<file path="config.mk">
export PLATFORM = sky130hd
export DESIGN_NAME = limm_exec_unit
export DESIGN_NICKNAME = d
export VERILOG_FILES = /design/src/rtl/limm_pkg.sv /design/src/rtl/limm_decode.sv /design/src/rtl/limm_adder.sv /design/src/rtl/limm_exec_unit.sv
export SDC_FILE = /design/constraint.sdc
export NUM_CORES = 1
export LEC_CHECK = 0
export BUFFER_PORTS_ARGS = -buffer_cell sky130_fd_sc_hd__clkbuf_2
export CORE_ASPECT_RATIO = 0.6
export CORE_MARGIN = 3
export CORE_UTILIZATION = 52
export CTS_BUF_LIST = sky130_fd_sc_hd__clkbuf_8
export DETAILED_ROUTE_END_ITERATION = 6
export PLACE_DENSITY = 0.88
export SLEW_MARGIN = 20
export SYNTH_ARGS = -nofsm -noshare
export SYNTH_HDL_FRONTEND = slang
export SYNTH_SLANG_ARGS = --single-unit
</file>
<file path="constraint.sdc">
create_clock -name clk -period 4.6 [get_ports clk]
set_input_delay 0.69 -clock clk [delete_from_list [all_inputs] [get_ports clk]]
set_output_delay 0.69 -clock clk [all_outputs]
set_load 0.02 [all_outputs]
</file>
<file path="src/rtl/limm_pkg.sv">
`timescale 1ns/1ps
package limm_pkg;
  localparam int DATA_W    = 32;
  localparam int IDX_W     = 4;
  localparam int CONST_W   = 16;
  localparam int OPC_W     = 8;
  localparam int SRC_LSB   = 8;
  localparam int CONST_LSB = 12;

  typedef enum logic [OPC_W-1:0] {
    OPC_ADD_IMM     = 8'h10,
    OPC_ADD_HI      = 8'h11,
    OPC_ADD_HI_ADR  = 8'h12,
    OPC_MOV_S       = 8'h13,
    OPC_MOV_Z       = 8'h14,
    OPC_MOV_HI      = 8'h15,
    OPC_MOV_HI_ADR  = 8'h16,
    OPC_CR_READ     = 8'h17,
    OPC_CR_WRITE    = 8'h18
  } opc_e;

  typedef enum logic [2:0] {
    K_NONE  = 3'd0,
    K_ADD   = 3'd1,
    K_MOVE  = 3'd2,
    K_CR_RD = 3'd3,
    K_CR_WR = 3'd4
  } kind_e;
endpackage

</file>
<file path="src/rtl/limm_decode.sv">
`timescale 1ns/1ps
module limm_decode #(
  parameter int DATA_W    = limm_pkg::DATA_W,
  parameter int IDX_W     = limm_pkg::IDX_W,
  parameter int CONST_W   = limm_pkg::CONST_W,
  parameter int OPC_W     = limm_pkg::OPC_W,
  parameter int SRC_LSB   = limm_pkg::SRC_LSB,
  parameter int CONST_LSB = limm_pkg::CONST_LSB
) (
  input  logic [DATA_W-1:0]  instr,
  output limm_pkg::kind_e    kind,
  output logic               to_addr,
  output logic               flags_en,
  output logic               bad_opc,
  output logic [IDX_W-1:0]   dst,
  output logic [CONST_W-1:0] cval,
  output logic [DATA_W-1:0]  imm
);
  import limm_pkg::*;

  localparam int PAD_W = DATA_W - CONST_W;

  logic [OPC_W-1:0]  opc;
  logic [DATA_W-1:0] ext_s, ext_z, ext_hi;
  logic [IDX_W-1:0]  unused_src_idx;

  assign opc            = instr[OPC_W-1:0];
  assign cval           = instr[CONST_LSB +: CONST_W];
  assign dst            = instr[DATA_W-1 -: IDX_W];
  assign unused_src_idx = instr[SRC_LSB +: IDX_W];

  assign ext_s  = {{PAD_W{cval[CONST_W-1]}}, cval};
  assign ext_z  = {{PAD_W{1'b0}}, cval};
  assign ext_hi = {cval, {PAD_W{1'b0}}};

  always_comb begin
    kind     = K_NONE;
    to_addr  = 1'b0;
    flags_en = 1'b0;
    bad_opc  = 1'b0;
    imm      = ext_s;
    case (opc)
      OPC_ADD_IMM: begin
        kind = K_ADD; flags_en = 1'b1;
      end
      OPC_ADD_HI: begin
        kind = K_ADD; flags_en = 1'b1; imm = ext_hi;
      end
      OPC_ADD_HI_ADR: begin
        kind = K_ADD; to_addr = 1'b1; imm = ext_hi;
      end
      OPC_MOV_S:      kind = K_MOVE;
      OPC_MOV_Z: begin
        kind = K_MOVE; imm = ext_z;
      end
      OPC_MOV_HI: begin
        kind = K_MOVE; imm = ext_hi;
      end
      OPC_MOV_HI_ADR: begin
        kind = K_MOVE; to_addr = 1'b1; imm = ext_hi;
      end
      OPC_CR_READ:    kind = K_CR_RD;
      OPC_CR_WRITE:   kind = K_CR_WR;
      default:        bad_opc = 1'b1;
    endcase
  end
endmodule

</file>
<file path="src/rtl/limm_adder.sv">
`timescale 1ns/1ps
module limm_adder #(
  parameter int DATA_W = limm_pkg::DATA_W
) (
  input  logic [DATA_W-1:0] a,
  input  logic [DATA_W-1:0] b,
  output logic [DATA_W-1:0] sum,
  output logic              ovf,
  output logic              aovf
);
  localparam int MSB = DATA_W - 1;

  assign sum  = a + b;
  assign ovf  = (a[MSB] == b[MSB]) && (sum[MSB] != a[MSB]);
  assign aovf = sum[MSB] ^ sum[MSB-1];
endmodule

</file>
<file path="src/rtl/limm_exec_unit.sv">
`timescale 1ns/1ps
module limm_exec_unit #(
  parameter int DATA_W  = limm_pkg::DATA_W,
  parameter int IDX_W   = limm_pkg::IDX_W,
  parameter int CONST_W = limm_pkg::CONST_W
) (
  input  logic               clk,
  input  logic               rst,
  input  logic               in_valid,
  input  logic [DATA_W-1:0]  in_instr,
  input  logic [DATA_W-1:0]  in_src,
  input  logic [DATA_W-1:0]  cr_rdata,
  output logic               wr_en,
  output logic               wr_addr_file,
  output logic [IDX_W-1:0]   wr_idx,
  output logic [DATA_W-1:0]  wr_data,
  output logic               flag_upd,
  output logic               flag_v,
  output logic               flag_sv,
  output logic               flag_av,
  output logic               flag_sav,
  output logic               cr_rd_req,
  output logic               cr_wr_req,
  output logic [CONST_W-1:0] cr_addr,
  output logic [DATA_W-1:0]  cr_wdata,
  output logic               illegal
);
  import limm_pkg::*;

  kind_e              d_kind;
  logic               d_to_addr, d_flags_en, d_bad;
  logic [IDX_W-1:0]   d_dst;
  logic [CONST_W-1:0] d_cval;
  logic [DATA_W-1:0]  d_imm;
  logic [DATA_W-1:0]  a_sum;
  logic               a_ovf, a_aovf;
  logic               d_writes;

  limm_decode #(
    .DATA_W(DATA_W), .IDX_W(IDX_W), .CONST_W(CONST_W)
  ) u_dec (
    .instr(in_instr), .kind(d_kind), .to_addr(d_to_addr),
    .flags_en(d_flags_en), .bad_opc(d_bad), .dst(d_dst),
    .cval(d_cval), .imm(d_imm)
  );

  limm_adder #(.DATA_W(DATA_W)) u_add (
    .a(in_src), .b(d_imm), .sum(a_sum), .ovf(a_ovf), .aovf(a_aovf)
  );

  assign d_writes = (d_kind == K_ADD) || (d_kind == K_MOVE) || (d_kind == K_CR_RD);

  logic [DATA_W-1:0] res_q;
  logic              rd_q;

  // Control bits: cleared by reset, otherwise follow the strobe.
  always_ff @(posedge clk) begin
    if (rst) begin
      wr_en     <= 1'b0;
      flag_upd  <= 1'b0;
      rd_q      <= 1'b0;
      cr_wr_req <= 1'b0;
      illegal   <= 1'b0;
      flag_v    <= 1'b0;
      flag_av   <= 1'b0;
      flag_sv   <= 1'b0;
      flag_sav  <= 1'b0;
    end else begin
      wr_en     <= in_valid && d_writes;
      flag_upd  <= in_valid && d_flags_en;
      rd_q      <= in_valid && (d_kind == K_CR_RD);
      cr_wr_req <= in_valid && (d_kind == K_CR_WR);
      illegal   <= in_valid && d_bad;
      if (in_valid && d_flags_en) begin
        flag_v   <= a_ovf;
        flag_av  <= a_aovf;
        flag_sv  <= flag_sv | a_ovf;
        flag_sav <= flag_sav | a_aovf;
      end
    end
  end

  // Datapath registers: no reset, loaded only on a valid instruction.
  always_ff @(posedge clk) begin
    if (in_valid) begin
      wr_idx       <= d_dst;
      wr_addr_file <= d_to_addr;
      res_q        <= (d_kind == K_ADD) ? a_sum : d_imm;
      cr_addr      <= d_cval;
      cr_wdata     <= in_src;
    end
  end

  assign cr_rd_req = rd_q;
  assign wr_data   = rd_q ? cr_rdata : res_q;
endmodule

</file>
After elaboration in Yosys (flattened, before gate mapping)
Index checks and enable logic that the tools add are counted.

storage, ports and cells
  memory bits (read-only) = 0
  logic and storage cells = 54
  latch bits = 0
  flip-flop bits (word level) = 94
  output and inout bits = 94
  memories = 0
  input port bits = 99
  bits in writable memories = 0

operators by class
  add/subtract/negate cells = 1
  equality and inequality tests = 15
  divide/modulo/power cells = 0
  reductions and logical operators = 14
  order comparisons = 0
  multiplexer cells = 7
  bitwise logic cells = 3
  shifts and indexed selects = 0
  $mul = 0

operator list
  kind                                                 number
  equality test 8 x 5 -> 1 bit, second input constant  9
  two-way mux 32 bit                                   2
  one-hot mux 32 bit (2 select lines)                  1
  adder 32 bit                                         1
  one-hot mux 3 bit (4 select lines)                   1
  OR reduction 9 bit                                   1
  OR reduction 4 bit                                   2
  equality test 3 x 2 -> 1 bit, second input constant  2
  logical AND 1 bit                                    6
  OR reduction 2 bit                                   2
  equality test 3 x 1 -> 1 bit, second input constant  1
  equality test 3 bit, second input constant           1
  two-way mux 1 bit                                    3
  OR reduction 3 bit                                   1
  logical OR 1 bit                                     2
  bitwise OR 1 bit                                     2
  equality test 1 bit                                  1
  != test 1 bit                                        1
  XOR 1 bit                                            1

Logic depth before layout (Yosys ltp)
  word-level depth = 7
  gate-level depth with buffers = 17
  depth with buffers taken out = 15

Modules after synthesis
Synthesis repeated with hierarchy kept, for this count alone.

second synthesis, totals
  cells, all modules = 513
  area, all modules = 6,128.4 um2

modules (own cells, without submodules)
  module          cells each  area each (um2)  times used
  limm_exec_unit  184         3,629.7          1
  limm_adder      214         1,640.3          1
  limm_decode     115         858.3            1

Worst setup path before layout
OpenSTA, ideal clock, no wires.

  path type = input port to flip-flop
  start point = input in_instr[5]
  end point = register res_q[29] (data pin)
  arrival time = 3.860 ns
  stages = 17
  path slack = 0.480 ns
  required time = 4.340 ns
  path through = nor4b_2 > and2b_1 > a31oi_2 > and2_1 > clkbuf_1 > buf_2 > a21o_1 > ha_1 > a21o_1 > a21o_1 > a21oi_1 > o21ai_1 > a21oi_1 > o21ai_1 > o41ai_1 > xnor2_1 > mux2_2

between the ends
  cells in the longest elaborated chain, start to end = 5

ends and longest elaborated chain
  element                                                                                           line                                    RTL
  from (decl)                                                                                       limm_exec_unit.sv:10                    input logic [DATA_W-1:0] in_instr,
  equality test 8 x 5 -> 1 bit                                                                      limm_decode.sv:42                       case (opc)
  OR reduction 4 bit (no line) / OR reduction 3 bit (equally long branches)                         -
  one-hot mux 32 bit (2 select lines) / one-hot mux 3 bit (4 select lines) (equally long branches)  limm_decode.sv:42
  adder 32 bit / equality test 3 x 1 -> 1 bit (equally long branches)                               limm_adder.sv:13, limm_exec_unit.sv:88
  two-way mux 32 bit *                                                                              limm_exec_unit.sv:88                    res_q <= (d_kind == K_ADD) ? a_sum : d_imm;
  to (signal assigned)                                                                              limm_exec_unit.sv:88
  to (decl)                                                                                         limm_exec_unit.sv:53                    logic [DATA_W-1:0] res_q;

Mark *: on every way between the ends. The rest lies on a longest branch, timed or not.
A chain may end at the register's enable or synchronous reset.

Worst setup path in the final report
Same ends and word-level chain as after synthesis.

==> reports/qor.txt <==
WS Path Type = input pin to flop
Max-cap violation count = 0
Via density = 5.73
Gate count after technology mapping = 484
Post-synthesis sequential element count = 94
Initial Util = 55.1%
Die Area = 12,100 um^2
Element type at the critical path end = flop
Power share of the clock group = 25.1%
Number of distinct library cell variants in the gate-level netlist after synthesis = 60
Beginning of the worst register-to-register path = flag_v
Cell leakage power = 3.01 nW
Combinational share of power = 27.1%
Internal power = 1.44 mW
Time the final worst path needs with I/O delays and setup = 4.12 ns
Total clock buffers created by CTS = 9
Dpl ws = 0.0777 ns
Total wire length = 15.2 mm
Synthesized cell area = 5600 um^2
Area Growth Syn to Fin = 22.8%
Buffer cell driving the clock tree root = clkbuf_8
Number of post-CTS setup repair buffers = 0
Final Skew = 0 ns
Number of port buffers = 188
Syn_nets = 615
Final RePlAce weighted congestion = 0.893
Global-route wire length before repair = 23.6 mm
Worst-path clk slew = 0.10 ns
Cts-stage hold buffer count = 0
Number of failing hold endpoints at the final stage = 0
Via count of the first global-routing pass = 4,527
Relative slew margins = 33.2%
Main flop type after synthesis = edfxtp_1
Final net count = 803
Proportion of layout cells with a drive suffix above 1 = 40.3%
Commonest cells after routing, fill and taps aside = clkbuf_2, edfxtp_1, mux2_2, a21oi_1, nand2_1
Placed instance area = 6700 um^2
Number of cells on the worst hold path = 1
R2R setup slack = 3.88 ns
FF-to-FF End = flag_v
TritonCTS clock tree = done
Endpoint required time on the critical path = 4.74 ns
Kind of start point of the critical path = input pin
CP startpoint = in_instr[5]
DR vias = 4,656
Ports = 193
Maximum net fanout on the critical path = 15
Type of the worst min-delay path = input pin to flop
Worst slew pin tran = 1.00 ns
Grt total ovfl = 0
Wirelength per Cell = 18.7 um
Final Instance Area = 6880 um^2
Number of cell instances on the worst register-to-register path = 2
Number of antenna violations at the first check in global routing = 0
Area of the core = 10,200 um^2
Routed length on met1 = 6.64 mm
CTS Sinks = 94
Number of nets with antenna violations after routing = 0
H-tree levels = 3
PD cells = 310 nW/um^2
Net switching component of the power = 0.693 mW
Later-pin clock latency in the skew report = 0.38 ns
Worst-case clock buffer depth = 2
Hold Path End = wr_idx[1]
Reg power frac = 47.8%
Avg Inst Size Synth = 11.6 um^2
Final Worst Setup Slack = 0.478 ns
Critical Path AT = 4.27 ns
Filler instances = 778
Sequential-to-total area share from yosys stat = 48.8%
Proportion of register bits with asynchronous set or reset after synthesis = 0%
# setup viols final = 0
Commonest non-fill, non-tap cell in the layout = clkbuf_2
Met2 wire length = 6.91 mm
Area of the multi-input gates = 2770 um^2
Met3 WL post-DR = 1.44 mm
Highest signal layer in the routed design = met4
Number of iterations in the first detailed-routing pass = 6
Pin count of the biggest net entering global routing = 47
Power consumption = 2.13 mW
Number of synthesized flops with an enable pin = 85
Cell row count = 28
Max-slew violation count = 0
Vertical extent of the die = 86.4 um
Status = finished, final reports clean
Dpl hpwl = 12.0 mm
Total negative setup slack = 0 ns
Switch share = 32.5%
Diode count = 0
Final critical-path share of the clock period = 89.6%
Worst voltage drop across the vdd grid = 0.157 mV
Syn. warnings = 0
Unrepaired setup endpoints after global routing = false
Die Span X = 140 um
Sequential cell area = 2730 um^2
Drc violations = 0
DRC violation total after the first TritonRoute iteration = 395
Peak clock frequency supported by timing = 0.243 GHz
All-layer global routing usage = 25.0%
PostCTS Resize Cnt = 0
Hold Path Origin = in_instr[29]
worst max-delay path, stage by stage:
cell	delay, ns
clkbuf_2	0.09
nor4b_2	0.29
and2b_1	0.27
nand2_1	0.09
buf_4	0.19
and2_1	0.25
a21o_1	0.24
ha_1	0.37
a21o_1	0.20
a21o_1	0.17
a21oi_1	0.14
o21ai_1	0.07
a21oi_1	0.32
o21ai_1	0.11
o41ai_1	0.40
xnor2_1	0.11
mux2_2	0.28
power by group through the flow:
| stage | logic, mW | registers [mW] | clock network [mW] |
|---|---|---|---|
| floorplan | 0.328 | 1.08 | 0 |
| global placement | 0.553 | 1.04 | 0 |
| detailed placement | 0.571 | 1.04 | 0 |
| CTS | 0.574 | 1.02 | 0.543 |
| global route | 0.628 | 1.03 | 0.580 |
| finish | 0.579 | 1.02 | 0.535 |
sequential cells by signal (all words and copies together) (netlist names):
signal and cells:
flag_av 1, cr_wdata 32, flag_upd 1, res_q 32
cr_addr 16, wr_idx 4, flag_sav 1, cr_rd_req 1
illegal 1, wr_en 1, flag_v 1, cr_wr_req 1
wr_addr_file 1, flag_sv 1
per-stage QoR:
step                cells  util (%)  hold slack [ns]
CTS                   812      67.7            0.467
detailed placement    796      65.9            0.469
global route          812      67.7            0.457
global placement      796      65.9            0.466
floorplan             484         -            0.545
finish                812      67.7            0.480
synthesized netlist by cell type, types with 2 or more instances:
cell / number / area [um^2]
buf_1: 3 / 11.3
o211ai_1: 4 / 30.0
a31oi_1: 3 / 18.8
clkbuf_1: 12 / 45.0
nand2b_1: 6 / 37.5
nand4_1: 3 / 18.8
a211oi_1: 8 / 60.1
o22ai_1: 3 / 18.8
a31oi_2: 2 / 25.0
edfxtp_1: 85 / 2550
nor2_1: 28 / 105
o21ai_2: 3 / 26.3
and2_1: 20 / 125
o21ai_0: 22 / 110
a21o_1: 25 / 188
buf_2: 3 / 15.0
a21oi_1: 41 / 205
nor4_1: 2 / 12.5
inv_1: 8 / 30.0
nor2b_1: 3 / 18.8
o21ai_1: 8 / 40.0
and3_1: 2 / 12.5
xnor2_1: 17 / 149
ha_1: 31 / 388
dfxtp_1: 9 / 180
nor3_1: 3 / 15.0
xor2_1: 14 / 123
nand3_1: 4 / 20.0
o21bai_1: 5 / 37.5
mux2_2: 42 / 473
o21a_1: 3 / 22.5
nand2_1: 34 / 128
cell type report:
| cell class | instances | area share, % |
|---|---|---|
| sequential | 94 | 39.7 |
| clock buffer | 9 | 1.80 |
| inverter | 8 | 0.436 |
| multi-input combinational | 364 | 40.2 |
| timing repair buffer | 195 | 14.5 |
| clock inverter | 7 | 0.873 |
| tap | 135 | 2.45 |
cells by family after synthesis:
kind of cell,share of synthesized area (%)
AO/OA/AOI/OAI,18.4
AND/OR/NAND/NOR,10.0
flip-flops,48.8
multiplexers,8.44
XOR/XNOR,5.25
adder cells (fa/ha/maj),7.28
buffers and inverters,1.81
worst max path at each step:
stage / endpoint / slack [ns] / depth (start not counted)
2_1_floorplan: res_q[29] / 0.48 / 17
3_3_place_gp: res_q[28] / 0.16 / 16
3_5_place_dp: flag_av / 0.08 / 18
4_1_cts: flag_av / 0.47 / 18
5_1_grt: res_q[27] / 0.16 / 18
6_report: res_q[29] / 0.48 / 17
per-layer routing:
metal / track usage (%) / up-vias
li1: - / 2209
met3: 5.90 / 23
met2: 40.4 / 262
met1: 34.9 / 2162
met4: 5.45 / 0
met5: 0 / -
No activity file was read; power rests on OpenSTA's default activity.
